<file path="config.mk">
export PLATFORM = sky130hd
export DESIGN_NAME = mw_eeprom
export DESIGN_NICKNAME = d
export VERILOG_FILES = /design/src/rtl/mw_pkg.sv /design/src/rtl/mw_pin_sync.sv /design/src/rtl/mw_prog_timer.sv /design/src/rtl/mw_cell_array.sv /design/src/rtl/mw_eeprom.sv
export SDC_FILE = /design/constraint.sdc
export NUM_CORES = 2
export LEC_CHECK = 0
export BUFFER_PORTS_ARGS = -buffer_cell sky130_fd_sc_hd__buf_2
export CAP_MARGIN = 20
export CORE_ASPECT_RATIO = 0.9
export CORE_UTILIZATION = 45
export CTS_CLUSTER_SIZE = 14
export DETAILED_ROUTE_END_ITERATION = 6
export GPL_TIMING_DRIVEN = 1
export PLACE_DENSITY_LB_ADDON = 0.2
export SLEW_MARGIN = 20
export SYNTH_ARGS = -nofsm -noshare
export SYNTH_HDL_FRONTEND = slang
export SYNTH_SLANG_ARGS = --single-unit
</file>
<file path="constraint.sdc">
create_clock -name clk -period 3.95 [get_ports clk]
set_input_delay 0.395 -clock clk [delete_from_list [all_inputs] [get_ports clk]]
set_output_delay 0.395 -clock clk [all_outputs]
set_load 0.005 [all_outputs]
</file>
<file path="src/rtl/mw_pkg.sv">
package mw_pkg;

  typedef enum logic [2:0] {
    ST_IDLE,
    ST_OPC,
    ST_ADR,
    ST_DIN,
    ST_DOUT,
    ST_HOLD
  } mw_st_e;

  typedef enum logic [2:0] {
    PG_NONE,
    PG_WRITE,
    PG_ERASE,
    PG_CLRALL,
    PG_SETALL
  } mw_pg_e;

  localparam logic [1:0] OPC_EXT   = 2'b00;
  localparam logic [1:0] OPC_WRITE = 2'b01;
  localparam logic [1:0] OPC_READ  = 2'b10;
  localparam logic [1:0] OPC_ERASE = 2'b11;

  localparam logic [1:0] EXT_LOCK   = 2'b00;
  localparam logic [1:0] EXT_FILL   = 2'b01;
  localparam logic [1:0] EXT_WIPE   = 2'b10;
  localparam logic [1:0] EXT_UNLOCK = 2'b11;

endpackage

</file>
<file path="src/rtl/mw_pin_sync.sv">
module mw_pin_sync (
  input  logic clk,
  input  logic rst_n,
  input  logic cs_i,
  input  logic sclk_i,
  input  logic di_i,
  output logic cs_o,
  output logic di_o,
  output logic rise_o,
  output logic cs_fall_o
);

  logic cs_q, cs_d, sclk_q, sclk_d, di_q;

  always_ff @(posedge clk or negedge rst_n) begin
    if (!rst_n) begin
      cs_q   <= 1'b0;
      cs_d   <= 1'b0;
      sclk_q <= 1'b0;
      sclk_d <= 1'b0;
      di_q   <= 1'b0;
    end else begin
      cs_q   <= cs_i;
      cs_d   <= cs_q;
      sclk_q <= sclk_i;
      sclk_d <= sclk_q;
      di_q   <= di_i;
    end
  end

  assign cs_o      = cs_q;
  assign di_o      = di_q;
  assign rise_o    = sclk_q & ~sclk_d;
  assign cs_fall_o = cs_d & ~cs_q;

endmodule

</file>
<file path="src/rtl/mw_prog_timer.sv">
module mw_prog_timer #(
  parameter int PROG_CYCLES = 1000
) (
  input  logic clk,
  input  logic rst_n,
  input  logic start_i,
  output logic busy_o,
  output logic done_o
);

  localparam int CNT_W = $clog2(PROG_CYCLES + 1);
  localparam logic [CNT_W-1:0] LAST = CNT_W'(PROG_CYCLES - 1);

  logic             busy_q, busy_n, done_q, done_n;
  logic [CNT_W-1:0] cnt_q, cnt_n;

  always_comb begin
    busy_n = busy_q;
    cnt_n  = cnt_q;
    done_n = 1'b0;
    if (start_i) begin
      busy_n = 1'b1;
      cnt_n  = '0;
    end else if (busy_q) begin
      if (cnt_q == LAST) begin
        busy_n = 1'b0;
        done_n = 1'b1;
      end else begin
        cnt_n = cnt_q + 1'b1;
      end
    end
  end

  always_ff @(posedge clk or negedge rst_n) begin
    if (!rst_n) begin
      busy_q <= 1'b0;
      done_q <= 1'b0;
      cnt_q  <= '0;
    end else begin
      busy_q <= busy_n;
      done_q <= done_n;
      cnt_q  <= cnt_n;
    end
  end

  assign busy_o = busy_q;
  assign done_o = done_q;

  AST_NO_RESTART: assert property (@(posedge clk) disable iff (!rst_n)
    start_i |-> !busy_q);
  AST_COUNT_IN_RANGE: assert property (@(posedge clk) disable iff (!rst_n)
    busy_q |-> (cnt_q < CNT_W'(PROG_CYCLES)));

endmodule

</file>
<file path="src/rtl/mw_cell_array.sv">
module mw_cell_array
  import mw_pkg::*;
#(
  parameter int WORD_W = 16,
  parameter int NWORDS = 128
) (
  input  logic                 clk,
  input  logic                 commit_i,
  input  mw_pg_e               op_i,
  input  logic                 wide_i,
  input  logic [$clog2(NWORDS):0] addr_i,
  input  logic [WORD_W-1:0]    data_i,
  input  logic                 rwide_i,
  input  logic [$clog2(NWORDS):0] raddr_i,
  output logic [WORD_W-1:0]    rdata_o
);

  localparam int WADR_W = $clog2(NWORDS);
  localparam int BADR_W = WADR_W + 1;
  localparam int HALF_W = WORD_W / 2;

  logic [NWORDS*WORD_W-1:0] flat;
  logic [WADR_W-1:0]        widx, ridx;
  logic [WORD_W-1:0]        val, mask, rword;
  logic                     all_hit, clear;

  always_comb begin
    all_hit = (op_i == PG_CLRALL) || (op_i == PG_SETALL);
    clear   = (op_i == PG_ERASE) || (op_i == PG_CLRALL);
    widx    = wide_i ? addr_i[WADR_W-1:0] : addr_i[BADR_W-1:1];
    if (clear)       val = '1;
    else if (wide_i) val = data_i;
    else             val = {2{data_i[HALF_W-1:0]}};
    if (wide_i || all_hit) mask = '1;
    else if (addr_i[0])    mask = {{HALF_W{1'b1}}, {HALF_W{1'b0}}};
    else                   mask = {{HALF_W{1'b0}}, {HALF_W{1'b1}}};
  end

  for (genvar g = 0; g < NWORDS; g++) begin : g_word
    logic [WORD_W-1:0] word_q;
    always_ff @(posedge clk) begin
      if (commit_i && (all_hit || (widx == WADR_W'(g)))) begin
        word_q <= (word_q & ~mask) | (val & mask);
      end
    end
    assign flat[g*WORD_W +: WORD_W] = word_q;
  end

  always_comb begin
    ridx  = rwide_i ? raddr_i[WADR_W-1:0] : raddr_i[BADR_W-1:1];
    rword = flat[int'(ridx)*WORD_W +: WORD_W];
    if (rwide_i)         rdata_o = rword;
    else if (raddr_i[0]) rdata_o = {rword[WORD_W-1:HALF_W], {HALF_W{1'b0}}};
    else                 rdata_o = {rword[HALF_W-1:0], {HALF_W{1'b0}}};
  end

  AST_COMMIT_KNOWN_OP: assert property (@(posedge clk)
    commit_i |-> (op_i != PG_NONE));

endmodule

</file>
<file path="src/rtl/mw_eeprom.sv">
module mw_eeprom
  import mw_pkg::*;
#(
  parameter int WORD_W      = 16,
  parameter int NWORDS      = 128,
  parameter int PROG_CYCLES = 1000
) (
  input  logic clk,
  input  logic rst_n,
  input  logic cs_i,
  input  logic sclk_i,
  input  logic di_i,
  input  logic wide_org_i,
  output logic do_o,
  output logic do_en_o
);

  localparam int WADR_W = $clog2(NWORDS);
  localparam int BADR_W = WADR_W + 1;
  localparam int HALF_W = WORD_W / 2;
  localparam int CNT_W  = $clog2(WORD_W + 1);

  // reset: asserted asynchronously, released through two flops
  logic rst_m, rst_s;
  always_ff @(posedge clk or negedge rst_n) begin
    if (!rst_n) begin
      rst_m <= 1'b0;
      rst_s <= 1'b0;
    end else begin
      rst_m <= 1'b1;
      rst_s <= rst_m;
    end
  end

  logic cs_s, di_s, rise, cs_fall;
  mw_pin_sync u_pins (
    .clk       (clk),
    .rst_n     (rst_s),
    .cs_i      (cs_i),
    .sclk_i    (sclk_i),
    .di_i      (di_i),
    .cs_o      (cs_s),
    .di_o      (di_s),
    .rise_o    (rise),
    .cs_fall_o (cs_fall)
  );

  logic go, busy, done;
  mw_prog_timer #(.PROG_CYCLES(PROG_CYCLES)) u_timer (
    .clk     (clk),
    .rst_n   (rst_s),
    .start_i (go),
    .busy_o  (busy),
    .done_o  (done)
  );

  mw_st_e            st_q, st_n;
  mw_pg_e            pend_q, pend_n, p_op_q;
  logic [CNT_W-1:0]  cnt_q, cnt_n, alen, dlen;
  logic [1:0]        opc_q, opc_n, ext;
  logic [BADR_W-1:0] adr_q, adr_n, adr_full, p_adr_q;
  logic [WORD_W-1:0] dat_q, dat_n, sh_q, sh_n, p_dat_q, rdata;
  logic              dout_q, dout_n, oe_q, oe_n, wen_q, wen_n, stat_q, stat_n;
  logic              p_wide_q;

  mw_cell_array #(.WORD_W(WORD_W), .NWORDS(NWORDS)) u_cells (
    .clk      (clk),
    .commit_i (done),
    .op_i     (p_op_q),
    .wide_i   (p_wide_q),
    .addr_i   (p_adr_q),
    .data_i   (p_dat_q),
    .rwide_i  (wide_org_i),
    .raddr_i  (adr_full),
    .rdata_o  (rdata)
  );

  always_comb begin
    alen     = wide_org_i ? CNT_W'(WADR_W) : CNT_W'(BADR_W);
    dlen     = wide_org_i ? CNT_W'(WORD_W) : CNT_W'(HALF_W);
    adr_full = {adr_q[BADR_W-2:0], di_s};
    ext      = wide_org_i ? adr_full[WADR_W-1 -: 2] : adr_full[BADR_W-1 -: 2];
  end

  always_comb begin
    st_n = st_q;   cnt_n = cnt_q;   opc_n = opc_q;  adr_n = adr_q;
    dat_n = dat_q; sh_n = sh_q;     dout_n = dout_q; oe_n = oe_q;
    wen_n = wen_q; pend_n = pend_q; stat_n = stat_q; go = 1'b0;
    if (cs_fall) begin
      st_n   = ST_IDLE;
      cnt_n  = '0;
      oe_n   = 1'b0;
      dout_n = 1'b0;
      go     = (st_q == ST_HOLD) && (pend_q != PG_NONE) && wen_q;
      pend_n = PG_NONE;
      stat_n = go | (stat_q & busy);
    end else if (cs_s) begin
      if (st_q == ST_IDLE && stat_q) begin
        oe_n   = 1'b1;
        dout_n = !busy;
      end
      if (rise) begin
        unique case (st_q)
          ST_IDLE: begin
            if (di_s && !busy) begin
              st_n   = ST_OPC;
              cnt_n  = '0;
              stat_n = 1'b0;
              oe_n   = 1'b0;
              dout_n = 1'b0;
              adr_n  = '0;
            end
          end
          ST_OPC: begin
            opc_n = {opc_q[0], di_s};
            cnt_n = cnt_q + 1'b1;
            if (cnt_q == CNT_W'(1)) begin
              st_n  = ST_ADR;
              cnt_n = '0;
            end
          end
          ST_ADR: begin
            adr_n = adr_full;
            cnt_n = cnt_q + 1'b1;
            if (cnt_q == alen - 1'b1) begin
              cnt_n = '0;
              st_n  = ST_HOLD;
              unique case (opc_q)
                OPC_READ: begin
                  st_n   = ST_DOUT;
                  sh_n   = rdata;
                  oe_n   = 1'b1;
                  dout_n = 1'b0;
                end
                OPC_WRITE: st_n = ST_DIN;
                OPC_ERASE: pend_n = PG_ERASE;
                default: begin
                  unique case (ext)
                    EXT_UNLOCK: wen_n  = 1'b1;
                    EXT_LOCK:   wen_n  = 1'b0;
                    EXT_WIPE:   pend_n = PG_CLRALL;
                    default:    st_n   = ST_DIN;
                  endcase
                end
              endcase
            end
          end
          ST_DIN: begin
            dat_n = {dat_q[WORD_W-2:0], di_s};
            cnt_n = cnt_q + 1'b1;
            if (cnt_q == dlen - 1'b1) begin
              st_n   = ST_HOLD;
              pend_n = (opc_q == OPC_WRITE) ? PG_WRITE : PG_SETALL;
            end
          end
          ST_DOUT: begin
            dout_n = sh_q[WORD_W-1];
            sh_n   = {sh_q[WORD_W-2:0], 1'b0};
            cnt_n  = cnt_q + 1'b1;
            if (cnt_q == dlen - 1'b1) st_n = ST_HOLD;
          end
          default: ;
        endcase
      end
    end
  end

  always_ff @(posedge clk or negedge rst_s) begin
    if (!rst_s) begin
      st_q   <= ST_IDLE;
      cnt_q  <= '0;
      opc_q  <= '0;
      adr_q  <= '0;
      dat_q  <= '0;
      sh_q   <= '0;
      dout_q <= 1'b0;
      oe_q   <= 1'b0;
      wen_q  <= 1'b0;
      pend_q <= PG_NONE;
      stat_q <= 1'b0;
    end else begin
      st_q   <= st_n;
      cnt_q  <= cnt_n;
      opc_q  <= opc_n;
      adr_q  <= adr_n;
      dat_q  <= dat_n;
      sh_q   <= sh_n;
      dout_q <= dout_n;
      oe_q   <= oe_n;
      wen_q  <= wen_n;
      pend_q <= pend_n;
      stat_q <= stat_n;
    end
  end

  // program request held for the whole self-timed cycle
  always_ff @(posedge clk or negedge rst_s) begin
    if (!rst_s) begin
      p_op_q   <= PG_NONE;
      p_adr_q  <= '0;
      p_dat_q  <= '0;
      p_wide_q <= 1'b1;
    end else if (go) begin
      p_op_q   <= pend_q;
      p_adr_q  <= adr_q;
      p_dat_q  <= dat_q;
      p_wide_q <= wide_org_i;
    end
  end

  assign do_o    = dout_q;
  assign do_en_o = oe_q;

  AST_LOCKED_NO_PROG: assert property (@(posedge clk) disable iff (!rst_s)
    go |-> wen_q);
  AST_BUSY_SHOWS_LOW: assert property (@(posedge clk) disable iff (!rst_s)
    (busy && oe_q && st_q == ST_IDLE) |-> !dout_q);
  AST_DUMMY_FIRST: assert property (@(posedge clk) disable iff (!rst_s)
    (st_q == ST_DOUT && $past(st_q) != ST_DOUT) |-> (oe_q && !dout_q));
  AST_ABORT_NO_PROG: assert property (@(posedge clk) disable iff (!rst_s)
    (cs_fall && st_q != ST_HOLD) |-> !go);
  AST_RELEASE_LINE: assert property (@(posedge clk) disable iff (!rst_s)
    cs_fall |=> !oe_q);

endmodule

</file>
After elaboration in Yosys (flattened, before gate mapping)
Index checks and enable logic that the tools add are counted.
{ "totals": {"register_bits": 2152, "in_bits": 6} }
{ "classes": {"eq_ne": 155, "n_shift": 1, "n_reduce_logical": 292, "mux": 74, "bitwise_logic": 266, "addsub": 4} }
{ "op_table": {"columns": ["cell", "count"], "rows": [
  ["16-bit bitwise AND", 129],
  ["16-bit bitwise OR", 128],
  ["2048-bit by 12-bit variable part select with 16-bit output", 1],
  ["7-bit == test (second input constant)", 64],
  ["7-bit by 6-bit == test with 1-bit output (second input constant)", 32],
  ["1-bit logical AND", 132],
  ["1-bit logical OR", 131],
  ["16-bit 2-to-1 mux", 8],
  ["7-bit by 5-bit == test with 1-bit output (second input constant)", 16],
  ["7-bit by 4-bit == test with 1-bit output (second input constant)", 8],
  ["3-bit 2-to-1 mux", 15],
  ["5-bit 2-to-1 mux", 7],
  ["16-bit one-hot mux with 2 select lines", 1],
  ["10-bit 2-to-1 mux", 3],
  ["7-bit by 3-bit == test with 1-bit output (second input constant)", 4],
  ["1-bit 2-to-1 mux", 26],
  ["7-bit AND reduction", 3],
  ["5-bit one-hot mux with 4 select lines", 1],
  ["16-bit NOT", 1],
  ["8-bit one-hot mux with 2 select lines", 1],
  ["4-bit AND reduction", 4],
  ["2-bit nonzero test", 8],
  ["7-bit by 2-bit == test with 1-bit output (second input constant)", 2],
  ["7-bit 2-to-1 mux", 2],
  ["other kinds (41)", 65]
]} }

Longest topological paths before layout
{ "depth": {"depth_word": 10, "depth_mapped": 16} }

Cells and area by module
A second synthesis with hierarchy kept.
{ "unflattened": {"cells_unflattened": 6376, "area_unflattened_um2": 88228.4} }
{ "by_module_without_submodules": {"columns": ["mod", "instances", "cells_per_inst", "seq_area_each_um2", "area_per_inst_um2"], "rows": [
  ["mw_cell_array", 1, 5900, 61499.0, 83327.4],
  ["mw_eeprom", 1, 406, 2178.3, 4103.9],
  ["mw_prog_timer", 1, 63, 300.3, 644.4],
  ["mw_pin_sync", 1, 7, 125.1, 152.6]
]} }

Worst setup path after synthesis
No wires, ideal clock.
{ "synth_timing": {"path_kind": "register -> register", "start": "register p_wide_q", "end": "register (tool-made name)", "setup_time_ns": 0.511, "setup_slack_ns": 0.267, "arrival_time_ns": 3.172, "stages_incl_launch_ff": 6, "path_cell_list": "dfstp_2 > clkbuf_1 > buf_1 > clkbuf_1 > mux2i_1 > nand2_1"} }
{ "synth_rtl": {"columns": ["item", "line_no", "text"], "rows": [
  ["start: declaration", "mw_eeprom.sv:64", "logic p_wide_q;"],
  ["start signal: assignment", "mw_eeprom.sv:207", "p_wide_q <= wide_org_i;"]
]} }

Worst setup path in the final report
{ "layout_timing": {"start": "register adr_q[0]", "end": "register sh_q[8]"} }
{ "layout_between": {"elab_chain_cells": 7} }
{ "layout_lines": {"columns": ["item", "line_no", "text"], "rows": [
  ["start: declaration", "mw_eeprom.sv:61", "logic [BADR_W-1:0] adr_q, adr_n, adr_full, p_adr_q;"],
  ["start signal: assignment", "mw_eeprom.sv:185", "adr_q <= adr_n;"],
  ["7-bit 2-to-1 mux *", "mw_cell_array.sv:50", "ridx = rwide_i ? raddr_i[WADR_W-1:0] : raddr_i[BADR_W-1:1];"],
  ["2048-bit by 12-bit variable part select with 16-bit output *", "mw_cell_array.sv:51", "rword = flat[int'(ridx)*WORD_W +: WORD_W];"],
  ["16-bit 2-to-1 mux", "mw_cell_array.sv:53", "else if (raddr_i[0]) rdata_o = {rword[WORD_W-1:HALF_W], {HALF_W{1'b0}}};"],
  ["16-bit 2-to-1 mux *", "mw_cell_array.sv:52", "if (rwide_i) rdata_o = rword;"],
  ["16-bit 2-to-1 mux *", "mw_eeprom.sv:128", "unique case (opc_q)"],
  ["16-bit 2-to-1 mux *", "mw_eeprom.sv:125", "if (cnt_q == alen - 1'b1) begin"],
  ["16-bit one-hot mux with 2 select lines *", "mw_eeprom.sv:103", "unique case (st_q)"],
  ["end signal: assignment", "mw_eeprom.sv:187", "sh_q <= sh_n;"],
  ["end: declaration", "mw_eeprom.sv:62", "logic [WORD_W-1:0] dat_q, dat_n, sh_q, sh_n, p_dat_q, rdata;"]
]} }
Mark *: on every way between the ends. The rest lies on a longest branch, timed or not. The select of a mux whose other input is x is not followed.
A chain may end at the register's enable or synchronous reset.

==> flow_summary.toml <==
[status]
status = "finished with violations"
violations = "DRC"

[synth]
postSynthAreaPerCell_um2 = 16.07
syn-cell-area_um2 = 86790
synth_nets = 5418
synth_seq_area_share_pct = 73.86
syn-instance-count = 5401
synth_ff_type = "edfxtp_1"
synth_cell_types = 84
synth_seq_cells = 2152
synth-async-reset-ratio_pct = 4.833
yosysWarnings = 0
synth-edff-count = 2048

[worst_setup_path]
critPathBufInv = 4
critPathLaunchType = "flip-flop"
r2r_slack_ns = 0.02
cp_common_cell = "buf_4"
crit_chain = "buf_4, nand2b_1, mux2i_4, buf_4, a221oi_1, a22oi_1, nand3_1, o22ai_1, buf_4, o31ai_1, buf_4, a32o_1"
path_class = "reg -> reg"
worst_ep_arrival_time_ns = 4.68
crit_family = "compound AO/OA/AOI/OAI gates"
cp.required_ns = 4.69
cp-end-kind = "flip-flop"
max_stage_delay_ns = 0.66
worst-path-max-fanout = 19
cpMaxStageDelayCell = "mux2i_4"

[floorplanning]
die_w_um = 464.9
die_area_um2 = 194600
start_util_pct = 45.41
die_height_um = 418.6
core_um2 = 191100
rows = 152
io_pins = 8

[sta]
finalClockSkew_ns = 0.05652
setup-violations-final = 0
hold_violations = 0
period_needed_ns = 3.933
relSlewSlack_pct = 13.70
period_share_pct = 99.57
final_max_slew_viol_count = 0
tightest_slew_ns = 1.295
max_freq_ghz = 0.2543
tns_ns = 0
grt_setup_unrepaired = "no"

[finish]
final_common_cell = "edfxtp_1"
final_cells = 8547
drive_gt1_share_pct = 21.15
final_area_um2 = 100100
final_core_util_pct = 52.35
fillers = 15488
mostFrequentLayoutCells = "2,048 x edfxtp_1, 837 x nand2_1, 502 x buf_4"
area_growth_pct = 15.29
layout.nets = 5849

[global_route]
grt_max_degree = 130
grtUsageTotal_pct = 25.68
grt_pass1_wl_um = 358700
antenna_found_initial = 7
overflow = 0
grt_pass1_vias = 49546

[pwr]
power.density_nw_per_um2 = 464.1
p_leak_nw = 33.51
total_power_mw = 46.44
irDropWorstVdd_uv = 446.2

[routing]
wl_per_cell_um = 29.27
antenna_left = 0
first_pass_iters = 7
drc_errors = 1
totalWireLength_um = 250200
drt-initial-drc-count = 6925
via_per_inst = 6.038
vias = 51611

[clocking]
clkSinkCount = 2152
clkTransAtPathRegs_ns = 0.06
cts_buffers = 208
root_buffer = "clkbuf_16"
clock_latency_ns = 0.87
cts_max_level = 4
cts_tree = "done"
cts.path.max_buffers = 3

[flow_run]
cap_violations = 0

[place]
routabilityCongestion = 0.9278
dpl.cell_count = 8157
placement.cell_area_um2 = 93240
io_buffers = 7
hpwl_um = 166300

[worst_hold_path]
holdCritPathClass = "in -> reg"
## worst reg2reg max path: stages (launching register included)
cell	delay, ns
dfrtp_1	0.41
buf_4	0.19
nand2b_1	0.22
mux2i_4	0.66
buf_4	0.43
a221oi_1	0.22
a22oi_1	0.26
nand3_1	0.21
o22ai_1	0.51
buf_4	0.21
o31ai_1	0.07
buf_4	0.17
a32o_1	0.26
## cells by family (layout without fill, tap and decap cells)
logic type / Yosys count / in the layout / synth area share (%)
flip-flops: 2152 / 2152 / 73.86
AND/OR/NAND/NOR: 1726 / 1726 / 8.623
AO/OA/AOI/OAI: 634 / 634 / 4.812
multiplexers: 505 / 505 / 10.08
buffers and inverters: 362 / 965 / 2.361
adder cells (fa/ha/maj): 11 / 11 / 0.1586
XOR/XNOR: 10 / 10 / 0.1009
other: 1 / 3 / 0.004321
## where the power goes
group | switching, mW | total [mW] | internal (mW)
combinational | 1.26 | 1.95 | 0.690
clock | 8.64 | 19.8 | 11.2
sequential | 0.0482 | 24.7 | 24.6
total | 9.95 | 46.4 | 36.5
## metal layers
metal	vias up	part of all wire, %	global-route usage [%]
li1	21876	-	-
met1	26736	41	36.74
met2	2574	46	39.45
met3	419	10	5.671
met4	6	2.9	7.549
met5	-	0.014	0
## final cells by class
cell class	count	area (um^2)	area share (%)
inverters	11	41.29	0.04126
repair buffers	572	5006	5.003
clock buffers	258	5485	5.482
well taps	2541	3179	3.177
diodes	2	5.005	0.005002
clock inverters	124	1252	1.252
multi-input cells	2887	20980	20.97
flip-flops and latches	2152	64110	64.07
## worst paths after layout
check	to	depth (start not counted)	startpoint
max in group asynchronous	p_dat_q[14]	1	rst_s
min in group asynchronous	rst_m	3	rst_n
max reg2reg	sh_q[8]	12	adr_q[0]
max	sh_q[8]	12	adr_q[0]
min	u_pins.cs_o	2	cs_i
min reg2reg	rst_s	0	rst_m
## synthesized netlist by cell type, drive strengths merged (8+ instances only)
cell type,number,area [um^2]
edfxtp,2048,61500
nand2,847,3179
nor2,358,1349
mux4,286,6441
nand3,269,1346
buf,221,1520
a21oi,215,1076
mux2i,152,1546
clkbuf,130,488.0
dfrtp,103,2577
a31oi,97,606.8
nand4,89,556.8
mux2,67,758.2
o21ai,52,260.3
a32oi,44,385.4
nand2b,39,244.0
o22ai,39,244.0
nor3,27,135.1
a221oi,23,201.4
and3,19,118.9
a22oi,17,127.6
o2111ai,16,140.1
nor4,15,93.84
a22o,13,113.9
nor2b,13,81.33
o211ai,13,97.59
o221ai,13,113.9
o22a,13,113.9
a311oi,11,96.34
a32o,11,110.1
ha,11,137.6
inv,11,41.29
o31ai,11,82.58
and2,10,62.56
xor2,8,70.07
## timing repair
action | in CTS | in global routing
buffers inserted | 0 | 0
endpoints found under the hold margin | 5 | 0
resized for setup | 0 | 1
setup endpoints to repair | 0 | 1
hold buffers | 5 | 0
## through the flow
step | hold WS [ns] | setup slack (ns)
final | 0.1883 | 0.01691
after global placement | 0.1788 | -0.1484
after detailed placement | 0.1813 | -0.1619
after CTS | 0.1168 | 0.1251
after floorplan | 0.09941 | 0.2669
after global routing | 0.1610 | 0.005937
(Power assumes the default switching activity.)
